**src/rtl/mulacc_pkg.sv**
```systemverilog
package mulacc_pkg;

    typedef enum logic [2:0] {
        WR_NONE,
        WR_OPA,
        WR_OPB,
        WR_ACC,
        WR_TEST
    } wr_sel_e;

    typedef enum logic [2:0] {
        RD_NONE,
        RD_OPEN,
        RD_PAD,
        RD_PLO,
        RD_PHI,
        RD_ACC,
        RD_TEST
    } rd_sel_e;

endpackage

```
**src/rtl/mulacc_decode.sv**
```systemverilog
module mulacc_decode
    import mulacc_pkg::*;
#(
    parameter int ADDR_W     = 16,
    parameter int TAG_W      = 4,
    parameter logic [TAG_W-1:0] REGION_TAG = 4'h5,
    parameter int PAD_ZERO_W = 10,
    parameter int WIN_BIT    = 11
) (
    input  logic [ADDR_W-1:0] addr,
    input  logic              wr_en,
    input  logic              rd_en,
    output logic              in_range,
    output wr_sel_e           wr_sel,
    output rd_sel_e           rd_sel
);
    logic low_zero;
    logic pad_hit;

    always_comb begin
        in_range = (addr[ADDR_W-1 -: TAG_W] == REGION_TAG);
        low_zero = (addr[PAD_ZERO_W-1:0] == '0);
        // the 0x?800 alias belongs to the ALU window, not the pad
        pad_hit  = low_zero && (addr[WIN_BIT:PAD_ZERO_W] != 2'b10);

        wr_sel = WR_NONE;
        if (wr_en && in_range) begin
            unique case (addr[1:0])
                2'd0: wr_sel = WR_OPA;
                2'd1: wr_sel = WR_OPB;
                2'd2: wr_sel = WR_ACC;
                default: wr_sel = WR_TEST;
            endcase
        end

        rd_sel = RD_NONE;
        if (rd_en && in_range) begin
            if (pad_hit) begin
                rd_sel = RD_PAD;
            end else if (addr[WIN_BIT]) begin
                unique case (addr[1:0])
                    2'd0: rd_sel = RD_PLO;
                    2'd1: rd_sel = RD_PHI;
                    2'd2: rd_sel = RD_ACC;
                    default: rd_sel = RD_TEST;
                endcase
            end else begin
                rd_sel = RD_OPEN;
            end
        end
    end
endmodule

```
**src/rtl/mulacc_mult.sv**
```systemverilog
module mulacc_mult #(
    parameter int DATA_W = 8,
    localparam int PROD_W = 2 * DATA_W
) (
    input  logic [DATA_W-1:0] op_a,
    input  logic [DATA_W-1:0] op_b,
    output logic [PROD_W-1:0] product
);
    logic [PROD_W-1:0] part [DATA_W];
    logic [PROD_W-1:0] sum  [DATA_W+1];

    assign sum[0] = '0;

    for (genvar i = 0; i < DATA_W; i++) begin : g_row
        assign part[i]  = op_b[i] ? (PROD_W'(op_a) << i) : '0;
        assign sum[i+1] = sum[i] + part[i];
    end

    assign product = sum[DATA_W];
endmodule

```
**src/rtl/mulacc_regs.sv**
```systemverilog
module mulacc_regs
    import mulacc_pkg::*;
#(
    parameter int DATA_W = 8,
    parameter int PAD_W  = 2
) (
    input  logic              clk,
    input  logic              rst_n,
    input  logic              soft_rst,
    input  wr_sel_e           wr_sel,
    input  logic [DATA_W-1:0] wdata,
    output logic [DATA_W-1:0] op_a,
    output logic [DATA_W-1:0] op_b,
    output logic [DATA_W-1:0] acc,
    output logic [DATA_W-1:0] test,
    output logic [PAD_W-1:0]  pad
);
    typedef struct packed {
        logic [DATA_W-1:0] op_a;
        logic [DATA_W-1:0] op_b;
        logic [DATA_W-1:0] acc;
        logic [DATA_W-1:0] test;
        logic [PAD_W-1:0]  pad;
    } state_t;

    state_t state_d, state_q;

    always_comb begin
        state_d = state_q;
        unique case (wr_sel)
            WR_OPA:  state_d.op_a = wdata;
            WR_OPB:  state_d.op_b = wdata;
            WR_ACC:  state_d.acc  = state_q.acc + wdata;
            WR_TEST: begin
                state_d.test = wdata;
                state_d.acc  = '0;
            end
            default: ;
        endcase
        if (soft_rst) begin
            state_d.pad = state_q.pad + 1'b1;
        end
    end

    always_ff @(posedge clk or negedge rst_n) begin
        if (!rst_n) begin
            state_q <= '0;
        end else begin
            state_q <= state_d;
        end
    end

    assign op_a = state_q.op_a;
    assign op_b = state_q.op_b;
    assign acc  = state_q.acc;
    assign test = state_q.test;
    assign pad  = state_q.pad;

    assert_acc_wrap_R3: assert property (@(posedge clk) disable iff (!rst_n)
        (wr_sel == WR_ACC) |=> (acc == DATA_W'($past(acc) + $past(wdata))));

    assert_test_clears_acc_R4: assert property (@(posedge clk) disable iff (!rst_n)
        (wr_sel == WR_TEST) |=> (acc == '0) && (test == $past(wdata)));

    assert_pad_step_R7: assert property (@(posedge clk) disable iff (!rst_n)
        soft_rst |=> (pad == PAD_W'($past(pad) + 1'b1)));

    assert_pad_hold_R7: assert property (@(posedge clk) disable iff (!rst_n)
        !soft_rst |=> $stable(pad));

    assert_opa_hold_R5: assert property (@(posedge clk) disable iff (!rst_n)
        (wr_sel != WR_OPA) |=> $stable(op_a));
endmodule

```
**src/rtl/mulacc_rdmux.sv**
```systemverilog
module mulacc_rdmux
    import mulacc_pkg::*;
#(
    parameter int DATA_W = 8,
    parameter int PAD_W  = 2,
    localparam int PROD_W = 2 * DATA_W
) (
    input  rd_sel_e           rd_sel,
    input  logic [DATA_W-1:0] bus_float,
    input  logic [PROD_W-1:0] product,
    input  logic [DATA_W-1:0] acc,
    input  logic [DATA_W-1:0] test,
    input  logic [PAD_W-1:0]  pad,
    output logic [DATA_W-1:0] rdata
);
    always_comb begin
        unique case (rd_sel)
            RD_PAD:  rdata = {pad, bus_float[DATA_W-PAD_W-1:0]};
            RD_PLO:  rdata = product[DATA_W-1:0];
            RD_PHI:  rdata = product[PROD_W-1:DATA_W];
            RD_ACC:  rdata = acc;
            RD_TEST: rdata = test;
            default: rdata = bus_float;
        endcase
    end
endmodule

```
**src/rtl/mulacc_port.sv**
```systemverilog
module mulacc_port
    import mulacc_pkg::*;
#(
    parameter int ADDR_W = 16,
    parameter int DATA_W = 8,
    parameter int PAD_W  = 2,
    localparam int PROD_W = 2 * DATA_W
) (
    input  logic              clk,
    input  logic              rst_n,
    input  logic              soft_rst,
    input  logic [ADDR_W-1:0] addr,
    input  logic [DATA_W-1:0] wdata,
    input  logic              wr_en,
    input  logic              rd_en,
    input  logic [DATA_W-1:0] bus_float,
    output logic [DATA_W-1:0] rdata,
    output logic              rdata_oe
);
    logic              in_range;
    wr_sel_e           wr_sel;
    rd_sel_e           rd_sel;
    logic [DATA_W-1:0] op_a, op_b, acc, test;
    logic [PAD_W-1:0]  pad;
    logic [PROD_W-1:0] product;

    mulacc_decode #(.ADDR_W(ADDR_W)) u_decode (
        .addr     (addr),
        .wr_en    (wr_en),
        .rd_en    (rd_en),
        .in_range (in_range),
        .wr_sel   (wr_sel),
        .rd_sel   (rd_sel)
    );

    mulacc_regs #(.DATA_W(DATA_W), .PAD_W(PAD_W)) u_regs (
        .clk      (clk),
        .rst_n    (rst_n),
        .soft_rst (soft_rst),
        .wr_sel   (wr_sel),
        .wdata    (wdata),
        .op_a     (op_a),
        .op_b     (op_b),
        .acc      (acc),
        .test     (test),
        .pad      (pad)
    );

    mulacc_mult #(.DATA_W(DATA_W)) u_mult (
        .op_a    (op_a),
        .op_b    (op_b),
        .product (product)
    );

    mulacc_rdmux #(.DATA_W(DATA_W), .PAD_W(PAD_W)) u_rdmux (
        .rd_sel    (rd_sel),
        .bus_float (bus_float),
        .product   (product),
        .acc       (acc),
        .test      (test),
        .pad       (pad),
        .rdata     (rdata)
    );

    assign rdata_oe = rd_en && in_range;

    assert_oe_idle_R9: assert property (@(posedge clk) disable iff (!rst_n)
        !rd_en |-> !rdata_oe);

    assert_open_bus_R8: assert property (@(posedge clk) disable iff (!rst_n)
        (rd_en && in_range && !addr[11] && (addr[9:0] != '0)) |-> (rdata == bus_float));

    assert_pad_low_R6: assert property (@(posedge clk) disable iff (!rst_n)
        (rd_en && in_range && (addr[9:0] == '0) && (addr[11:10] != 2'b10))
        |-> (rdata[DATA_W-PAD_W-1:0] == bus_float[DATA_W-PAD_W-1:0]));

    assert_outside_R9: assert property (@(posedge clk) disable iff (!rst_n)
        !rdata_oe |-> (rdata == bus_float));
endmodule

```
**config.mk**
```make
export PLATFORM = sky130hd
export DESIGN_NAME = mulacc_port
export DESIGN_NICKNAME = d
export VERILOG_FILES = /design/src/rtl/mulacc_pkg.sv /design/src/rtl/mulacc_decode.sv /design/src/rtl/mulacc_mult.sv /design/src/rtl/mulacc_regs.sv /design/src/rtl/mulacc_rdmux.sv /design/src/rtl/mulacc_port.sv
export SDC_FILE = /design/constraint.sdc
export NUM_CORES = 1
export LEC_CHECK = 0
export ABC_AREA = 1
export BUFFER_PORTS_ARGS = -buffer_cell sky130_fd_sc_hd__buf_2
export CELL_PAD_IN_SITES_DETAIL_PLACEMENT = 0
export CELL_PAD_IN_SITES_GLOBAL_PLACEMENT = 1
export CORE_ASPECT_RATIO = 0.5
export CORE_MARGIN = 8
export CORE_UTILIZATION = 38
export CTS_CLUSTER_SIZE = 12
export DETAILED_ROUTE_END_ITERATION = 6
export PLACE_DENSITY_LB_ADDON = 0.1
export SLEW_MARGIN = 20
export SYNTH_ARGS = -nofsm -noshare
export SYNTH_HDL_FRONTEND = slang
export SYNTH_SLANG_ARGS = --single-unit
```
**constraint.sdc**
```tcl
create_clock -name clk -period 4.9 [get_ports clk]
set_input_delay 0.98 -clock clk [delete_from_list [all_inputs] [get_ports clk]]
set_output_delay 0.98 -clock clk [all_outputs]
set_load 0.005 [all_outputs]
```
Word level (Yosys, flattened, before mapping)
Index checks and enable logic that the tools add are counted.
{"block": "word_totals", "register_bits": 34, "input_bits": 37, "word_cells": 49}
{"block": "classes", "n_mux": 16, "n_reduce_logical": 6, "add_sub_neg": 9, "eq_ne": 13}
{"cell": "adder 16 bit", "n": 5}
{"cell": "one-hot mux 8 bit (5 select lines)", "n": 1}
{"cell": "one-hot mux 3 bit (3 select lines)", "n": 2}
{"cell": "adder 16 x 14 -> 16 bit", "n": 1}
{"cell": "adder 16 x 15 -> 16 bit", "n": 1}
{"cell": "one-hot mux 8 bit (2 select lines)", "n": 1}
{"cell": "2-to-1 mux 15 bit", "n": 1}
{"cell": "2-to-1 mux 14 bit", "n": 1}
{"cell": "2-to-1 mux 13 bit", "n": 1}
{"cell": "equality test 3 x 2 -> 1 bit (second input constant)", "n": 4}
{"cell": "equality test 3 bit (second input constant)", "n": 4}
{"cell": "2-to-1 mux 12 bit", "n": 1}
{"cell": "2-to-1 mux 3 bit", "n": 4}
{"cell": "2-to-1 mux 11 bit", "n": 1}
{"cell": "logical NOT 10 bit", "n": 1}
{"cell": "2-to-1 mux 10 bit", "n": 1}
{"cell": "2-to-1 mux 9 bit", "n": 1}
{"cell": "adder 8 bit", "n": 1}
{"cell": "2-to-1 mux 8 bit", "n": 1}
{"cell": "equality test 4 x 3 -> 1 bit (second input constant)", "n": 1}
{"cell": "equality test 3 x 1 -> 1 bit (second input constant)", "n": 1}
{"cell": "logical AND 1 bit", "n": 3}
{"cell": "adder 2 x 1 -> 2 bit (second input constant)", "n": 1}
{"cell": "equality test 2 x 1 -> 1 bit (second input constant)", "n": 1}
{"cell": "4 further kinds", "n": 4}

Longest topological paths before layout
Gate-level depths: netlist of the first run.
{"block": "depth", "depth_word": 9, "mapped_depth": 23, "mapped_depth_nobuf": 22}

Hierarchy
A second synthesis of the first run with hierarchy kept.
{"block": "hier_totals", "cells_unflattened": 636, "hier_area_um2": 4438.0}
{"module": "mulacc_mult", "seq_area_each_um2": 0.0, "cells_each": 320, "area_per_inst_um2": 2152.1, "instances": 1}
{"module": "mulacc_regs", "seq_area_each_um2": 850.8, "cells_each": 180, "area_per_inst_um2": 1644.1, "instances": 1}
{"module": "mulacc_rdmux", "seq_area_each_um2": 0.0, "cells_each": 92, "area_per_inst_um2": 421.7, "instances": 1}
{"module": "mulacc_decode", "seq_area_each_um2": 0.0, "cells_each": 42, "area_per_inst_um2": 212.7, "instances": 1}
{"module": "mulacc_port", "seq_area_each_um2": 0.0, "cells_each": 2, "area_per_inst_um2": 7.5, "instances": 1}

Least setup slack after synthesis of the first run
OpenSTA, ideal clock, no wires.
{"block": "synth_timing", "kind": "reg-to-output", "start": "register u_regs.state_q, in the netlist u_regs.op_a[2]", "end": "output port rdata[3]", "required_ns": 3.920, "setup_slack_ns": -0.011, "t_arrival_ns": 3.931, "path_stages_with_launch": 23, "cell_sequence": "dfrtp_1 -> clkbuf_1 -> nand2_1 -> inv_1 -> fa_1 -> inv_1 -> fa_1 -> inv_1 -> fa_1 -> inv_1 -> fa_1 -> inv_1 -> ha_1 -> nand2_1 -> inv_1 -> nand2_1 -> nand2_1 -> a21oi_1 -> xnor2_1 -> nand2_1 -> nand2_1 -> nor2_1 -> nand2_1"}
{"block": "synth_between", "elab_chain_cells": 9}
{"element": "start, declared", "line": "mulacc_regs.sv:26", "rtl": "state_t state_d, state_q;"}
{"element": "start signal, assigned", "line": "mulacc_regs.sv:49", "rtl": "state_q <= state_d;"}
{"element": "2-to-1 mux 8 bit / 2-to-1 mux 9 bit (equally long branches)", "line": "mulacc_mult.sv:15", "rtl": "assign part[i] = op_b[i] ? (PROD_W'(op_a) << i) : '0;"}
{"element": "adder 16 bit (5 in series)", "line": "mulacc_mult.sv:16", "rtl": "assign sum[i+1] = sum[i] + part[i];"}
{"element": "adder 16 x 14 -> 16 bit", "line": "mulacc_mult.sv:16"}
{"element": "adder 16 x 15 -> 16 bit (*)", "line": "mulacc_mult.sv:16"}
{"element": "one-hot mux 8 bit (5 select lines) (*)", "line": "mulacc_rdmux.sv:17", "rtl": "unique case (rd_sel)"}
{"element": "end, declared", "line": "mulacc_port.sv:17", "rtl": "output logic [DATA_W-1:0] rdata,"}
Mark *: on every way between the ends. The rest lies on a longest branch, timed or not.

Final worst setup path of the first run
{"block": "layout_timing", "start": "register u_regs.state_q, in the netlist u_regs.op_b[6]", "end": "output port rdata[6]"}
{"block": "layout_between", "elab_chain_cells": 4}
{"element": "2-to-1 mux 14 bit", "line": "mulacc_mult.sv:15"}
{"element": "adder 16 x 14 -> 16 bit", "line": "mulacc_mult.sv:16"}
{"element": "adder 16 x 15 -> 16 bit", "line": "mulacc_mult.sv:16"}
{"element": "one-hot mux 8 bit (5 select lines)", "line": "mulacc_rdmux.sv:17"}
Every way passes these cells.

==> impl_metrics.json, run 1 <==
{
  "status": "complete, but fails checks",
  "violations": "setup timing",
  "wirelength_mm": 13.2,
  "rrSetupSlack_ns": 2.88,
  "whs_path_depth": 2,
  "fp.dieH_um": 92.4,
  "hold_violations": 0,
  "yosysSeqAreaShare_pct": 19.2,
  "startpoint": "u_regs.op_b[6]",
  "r2r_cells": 9,
  "die_w_um": 169,
  "overflow": 0,
  "reg2reg_from": "u_regs.acc[0]",
  "ys_ff_latch": 34,
  "min_to": "u_regs.test[5]",
  "vias": 4024,
  "synth_cell_types": 34,
  "place_inst": 850,
  "antenna_found_initial": 0,
  "fin_nets": 826,
  "slew_violations": 0,
  "period_share_pct": 107,
  "hold_buffers": 0,
  "clk_path_buf_depth": 2,
  "max_freq_mhz": 191,
  "wl_per_cell_um": 15.1,
  "min_period_ns": 5.23,
  "core_sq_mm": 0.0116,
  "grt_max_degree": 35,
  "fp-row-count": 28,
  "p_per_area_mw_per_mm2": 235,
  "fin_area_sq_mm": 0.00573,
  "die-area_sq_mm": 0.0156,
  "skew_ns": 0.00675,
  "htree_levels": 2,
  "cap_violations": 0,
  "arrival_ns": 4.25,
  "setup-tns-final_ns": -2.23,
  "max_slew_margin_pct": 40.1,
  "io_pins": 46,
  "cts_tree": "yes",
  "path_max_fanout": 5,
  "synth_area_sq_mm": 0.00444,
  "layout_commonest_cell": "nand2_1",
  "hpwlAfterDp_mm": 11.1,
  "setup.worst_path.class": "flop to output pin",
  "remaining_drc_errors": 0,
  "clk_pin_slew_ns": 0.06,
  "cts.sinks": 34,
  "first_pass_iters": 7,
  "dpl_cell_area_sq_mm": 0.00511,
  "yosysWarnings": 0,
  "synthCells": 619,
  "cts_made_buffers": 5,
  "drive_gt1_share_pct": 31.6,
  "grt_pass1_vias": 3900,
  "ant_nets": 0,
  "setup-violations-final": 8,
  "drt_iter0_drc": 274,
  "r2r_end": "u_regs.acc[6]",
  "cts-root-buf": "clkbuf_16",
  "tightest_slew_ns": 0.893,
  "crit_path_end_kind": "output pin",
  "p_leak_uw": 0.00339,
  "finalPower_uw": 1350,
  "startpoint_type": "flop",
  "most-common-layout-cells": "nand2_1, inv_1, buf_4",
  "fin_ws_ns": -0.328,
  "start_util_pct": 38.3,
  "synth_nets": 737,
  "area_growth_pct": 29.1,
  "stdcell_count": 874,
  "clkLatencyLatePin_ns": 0.28,
  "cp.required_ns": 3.92,
  "synth_area_per_cell_sq_um": 7.17,
  "holdCritPathClass": "flop to flop",
  "io_buffers": 45,
  "hold_ws_ns": 0.485,
  "n_antenna_cell": 0,
  "place_congestion": 0.854,
  "ir_worst_vdd_mv": 0.150,
  "grt_pass1_wl_mm": 21.3,
  "via_per_inst": 4.60,
  "grt_usage_pct": 17.1,
  "hp-start": "u_regs.test[5]",
  "rsz0062_at_grt": "yes"
}
-- flip-flops by register name, summed over array words and instances (netlist names) --
| name | count |
|---|---|
| u_regs.acc | 8 |
| u_regs.op_a | 8 |
| u_regs.op_b | 8 |
| u_regs.test | 8 |
| u_regs.pad | 2 |
-- cells in the mapped netlist (all sizes together) --
master	instances	area share, %
nand2	177	16
inv	135	11
nor2	58	6.4
ha	42	12
fa	39	18
nand3	39	4.9
dfrtp	34	19
a21oi	23	2.6
o21ai	23	2.6
clkbuf	17	1.4
xor2	10	2.0
nand4	6	0.99
xnor2	3	0.59
a22o	2	0.39
buf	2	0.28
nor3	2	0.34
a21o	1	0.17
and2	1	0.20
nand3b	1	0.17
nor4	1	0.48
o211ai	1	0.17
o21a	1	0.17
or2	1	0.20
-- critical path, cell delays in order (launching register included) --
cell and delay, ns:
dfrtp_2 0.44, buf_6 0.13, nand2_4 0.05, inv_2 0.04
fa_1 0.52, fa_2 0.59, fa_1 0.43, fa_1 0.52
ha_4 0.33, nand2_4 0.07, buf_6 0.11, nand2_4 0.05
nand2_4 0.05, nand2_2 0.05, nand2_2 0.06, nand3_2 0.05
nand2_1 0.05, nand2_1 0.06, nor2_1 0.04, a21oi_1 0.12
nand2_1 0.06, buf_2 0.13
-- power by group --
part	switching [uW]	internal, uW
combinational	340	306
clock	117	201
sequential	55.0	327
-- area by class of cell --
class | instances | area [sq um]
clock buffers | 6 | 139
repair buffers | 101 | 702
multi-input cells | 431 | 3300
fillers | 1189 | 5870
flip-flops and latches | 34 | 858
clock inverters | 2 | 12.5
well taps | 165 | 206
inverters | 135 | 509
-- metal layers --
layer	vias to the layer above	part of all wire (%)	wire length, um	GRT usage (%)
met5	-	0	0	0
met4	0	0.32	42	1.85
met3	6	7.4	977	3.52
met2	119	35	4680	21.6
met1	1854	57	7510	28.7
li1	2045	-	-	-
-- worst max-delay path by stage --
stage	depth (start not counted)	endpoint
2_1_floorplan	22	rdata[3]
3_3_place_gp	21	rdata[6]
3_5_place_dp	21	rdata[6]
4_1_cts	21	rdata[6]
5_1_grt	21	rdata[6]
6_report	21	rdata[6]
-- logic make-up after synthesis --
logic type	share of synthesized area (%)
buffers and inverters	13.1
XOR/XNOR	2.56
flip-flops	19.2
AND/OR/NAND/NOR	29.6
AO/OA/AOI/OAI	6.09
adder cells (fa/ha/maj)	29.4
-- metrics by stage --
step | util, % | worst slack, ns
floorplan | - | 0.000308
global placement | 44.0 | -0.205
detailed placement | 44.0 | -0.220
CTS | 47.5 | -0.313
global route | 49.4 | -0.481
finish | 49.4 | -0.328
-- timing repair --
item / in CTS / in global routing
endpoints found under the setup margin: 8 / 8
pin swaps: 41 / 36
setup buffers: 8 / 8
resized for setup: 50 / 51
(Power assumes the default switching activity.)
==> run 2, diff against run 1 <==
--- a/config.mk
+++ b/config.mk
@@ -9,7 +9,7 @@
 export BUFFER_PORTS_ARGS = -buffer_cell sky130_fd_sc_hd__buf_2
 export CELL_PAD_IN_SITES_DETAIL_PLACEMENT = 0
 export CELL_PAD_IN_SITES_GLOBAL_PLACEMENT = 1
-export CORE_ASPECT_RATIO = 0.5
+export CORE_ASPECT_RATIO = 1.2
 export CORE_MARGIN = 8
 export CORE_UTILIZATION = 38
 export CTS_CLUSTER_SIZE = 12
==> run 2 against run 1 <==
Count of clock-buffer cells in the layout increased by 1. Register-to-register slack improved by 0.10 ns. Global-route usage decreased by 0.75 points. Maximum frequency increased by 0.80%. The flow still finishes with violations (setup timing). Core utilization decreased by 0.15 points. Via count decreased by 0.17%. Power decreased by 2.7%. Critical path type unchanged.
==> impl_metrics.json, run 2 (synthesis gave the netlist of run 1 again) <==
{
  "vias": 4017,
  "max_slew_margin_pct": 36.6,
  "cts.sinks": 34,
  "slew_violations": 0,
  "cts_made_buffers": 5,
  "grt_pass1_wl_mm": 19.9,
  "reg2reg_from": "u_regs.acc[0]",
  "io_buffers": 45,
  "startpoint": "u_regs.op_b[2]",
  "die-area_sq_mm": 0.0154,
  "min_period_ns": 5.19,
  "wl_per_cell_um": 14.0,
  "htree_levels": 2,
  "first_pass_iters": 5,
  "via_per_inst": 4.64,
  "max_stage_delay_ns": 0.56,
  "seq_power_share_pct": 29.0,
  "internal_power_uw": 823,
  "fill_cells": 1207,
  "fin_nets": 826,
  "area_growth_pct": 27.1,
  "place_congestion": 0.832,
  "violations": "setup timing",
  "place_ws_ns": -0.241,
  "status": "complete, but fails checks",
  "p_switching_uw": 486,
  "p_leak_uw": 0.00336,
  "crit_slowest_cell": "fa_1",
  "fp.dieH_um": 134,
  "path_max_fanout": 5,
  "startpoint_type": "flop",
  "crit_chain": "nand2_1, inv_1, fa_1, fa_1, fa_1, inv_2, fa_1, inv_2, ha_4, nand2_4, inv_2, nand2_1, nand2_2, nand2_2, nand3_2, nand2_2, nand2_2, nor2_1, a21oi_1, nand2_1, buf_2",
  "layout_commonest_cell": "nand2_1",
  "tightest_slew_ns": 0.944,
  "fin_ws_ns": -0.286,
  "period_share_pct": 106,
  "cts-root-buf": "clkbuf_16",
  "remaining_drc_errors": 0,
  "die_w_um": 115,
  "place_inst": 842,
  "max_freq_mhz": 193,
  "grt_usage_pct": 16.4,
  "setup.worst_path.class": "flop to output pin",
  "dpl_cell_area_sq_mm": 0.00508,
  "hold_ws_ns": 0.493,
  "fin_area_sq_mm": 0.00564,
  "drive_gt1_share_pct": 30.5,
  "hold_violations": 0,
  "setup-tns-final_ns": -2.06,
  "clk_path_buf_depth": 2,
  "cap_violations": 0,
  "power_frac_comb_pct": 46.9,
  "skew_ns": 0.00147,
  "n_antenna_cell": 0,
  "holdCritPathClass": "flop to flop",
  "cts_tree": "yes",
  "start_util_pct": 38.7,
  "ir_worst_vdd_mv": 0.126,
  "stdcell_count": 866,
  "antenna_found_initial": 0,
  "clkLatencyLatePin_ns": 0.27,
  "overflow": 0,
  "register_area_sq_um": 860,
  "rrSetupSlack_ns": 2.98,
  "grt_pass1_vias": 4125,
  "most-common-layout-cells": "nand2_1, inv_1, buf_4",
  "multi_input_area_sq_mm": 0.00326,
  "clk_pin_slew_ns": 0.05,
  "core_sq_mm": 0.0115,
  "io_pins": 46,
  "drt_iter0_drc": 129,
  "r2r_cells": 9,
  "wirelength_mm": 12.1,
  "arrival_ns": 4.21,
  "cp.required_ns": 3.92,
  "hpwlAfterDp_mm": 10.2,
  "crit_path_end_kind": "output pin",
  "p_per_area_mw_per_mm2": 232,
  "rsz0062_at_grt": "yes",
  "netSwitchingFraction_pct": 37.1,
  "r2r_end": "u_regs.acc[6]",
  "ant_nets": 0,
  "crit_end": "rdata[6]",
  "grt_max_degree": 35,
  "setup-violations-final": 8,
  "fp-row-count": 43,
  "p_clk_share_pct": 24.1
}
[run 2: cell count changes in the layout (fill, tap and decap cells not counted), moves of 3 or more]
cell	change
buf_4	+3
nand2_4	-4
inv_2	-3
inv_1	+4
buf_6	-3
[run 2: final cells by class]
class	instances	share of cell area, %
sequential	34	15.2
timing repair buffer	101	12.0
inverter	135	8.98
clock inverter	1	0.0887
multi-input combinational	431	57.7
clock buffer	7	2.53
tap	157	3.48
[run 2: metrics by stage]
stage                     util, %  total power (uW)
final                        49.3              1310
after global routing         49.3              1410
after CTS                    47.9              1290
after detailed placement     44.4               888
after floorplan                 -               676
after global placement       44.4               888
[run 2: power by group through the flow]
stage	combinational (uW)	sequential, uW	clock, uW
global placement	504	384	0
finish	614	380	315
detailed placement	504	384	0
CTS	590	379	322
global route	693	386	333
floorplan	331	345	0
[run 2: repair_timing]
item / 4_1_cts / 5_1_grt
cloned: 0 / 0
pin swaps: 38 / 37
gates resized for setup: 50 / 35
setup endpoints to repair: 8 / 8
buffers inserted: 11 / 5
hold buffers: 0 / 0
[run 2: how the worst min path moves through the flow]
stage | start | cells past startpoint | slack, ns | to
final | u_regs.test[4] | 2 | 0.49 | u_regs.test[4]
after global routing | u_regs.pad[0] | 1 | 0.53 | u_regs.pad[0]
after CTS | u_regs.test[4] | 2 | 0.49 | u_regs.test[4]
after detailed placement | u_regs.test[2] | 2 | 0.48 | u_regs.test[2]
after global placement | u_regs.test[2] | 2 | 0.47 | u_regs.test[2]
after floorplan | u_regs.test[0] | 2 | 0.45 | u_regs.test[0]
[run 2: metal layers]
metal  GRT usage (%)  wire, um
met3            1.66       169
met1            19.0      5020
met4            3.11       155
met2            31.4      6740
met5               0         0
[run 2: worst max-delay path, delay by kind of cell (launching register included)]
kind / cells / cell delay [ns]
simple gates: 10 / 0.64
fa+ha+maj: 5 / 2.42
buf+inv: 5 / 0.33
compound gates: 1 / 0.11
flops: 1 / 0.44
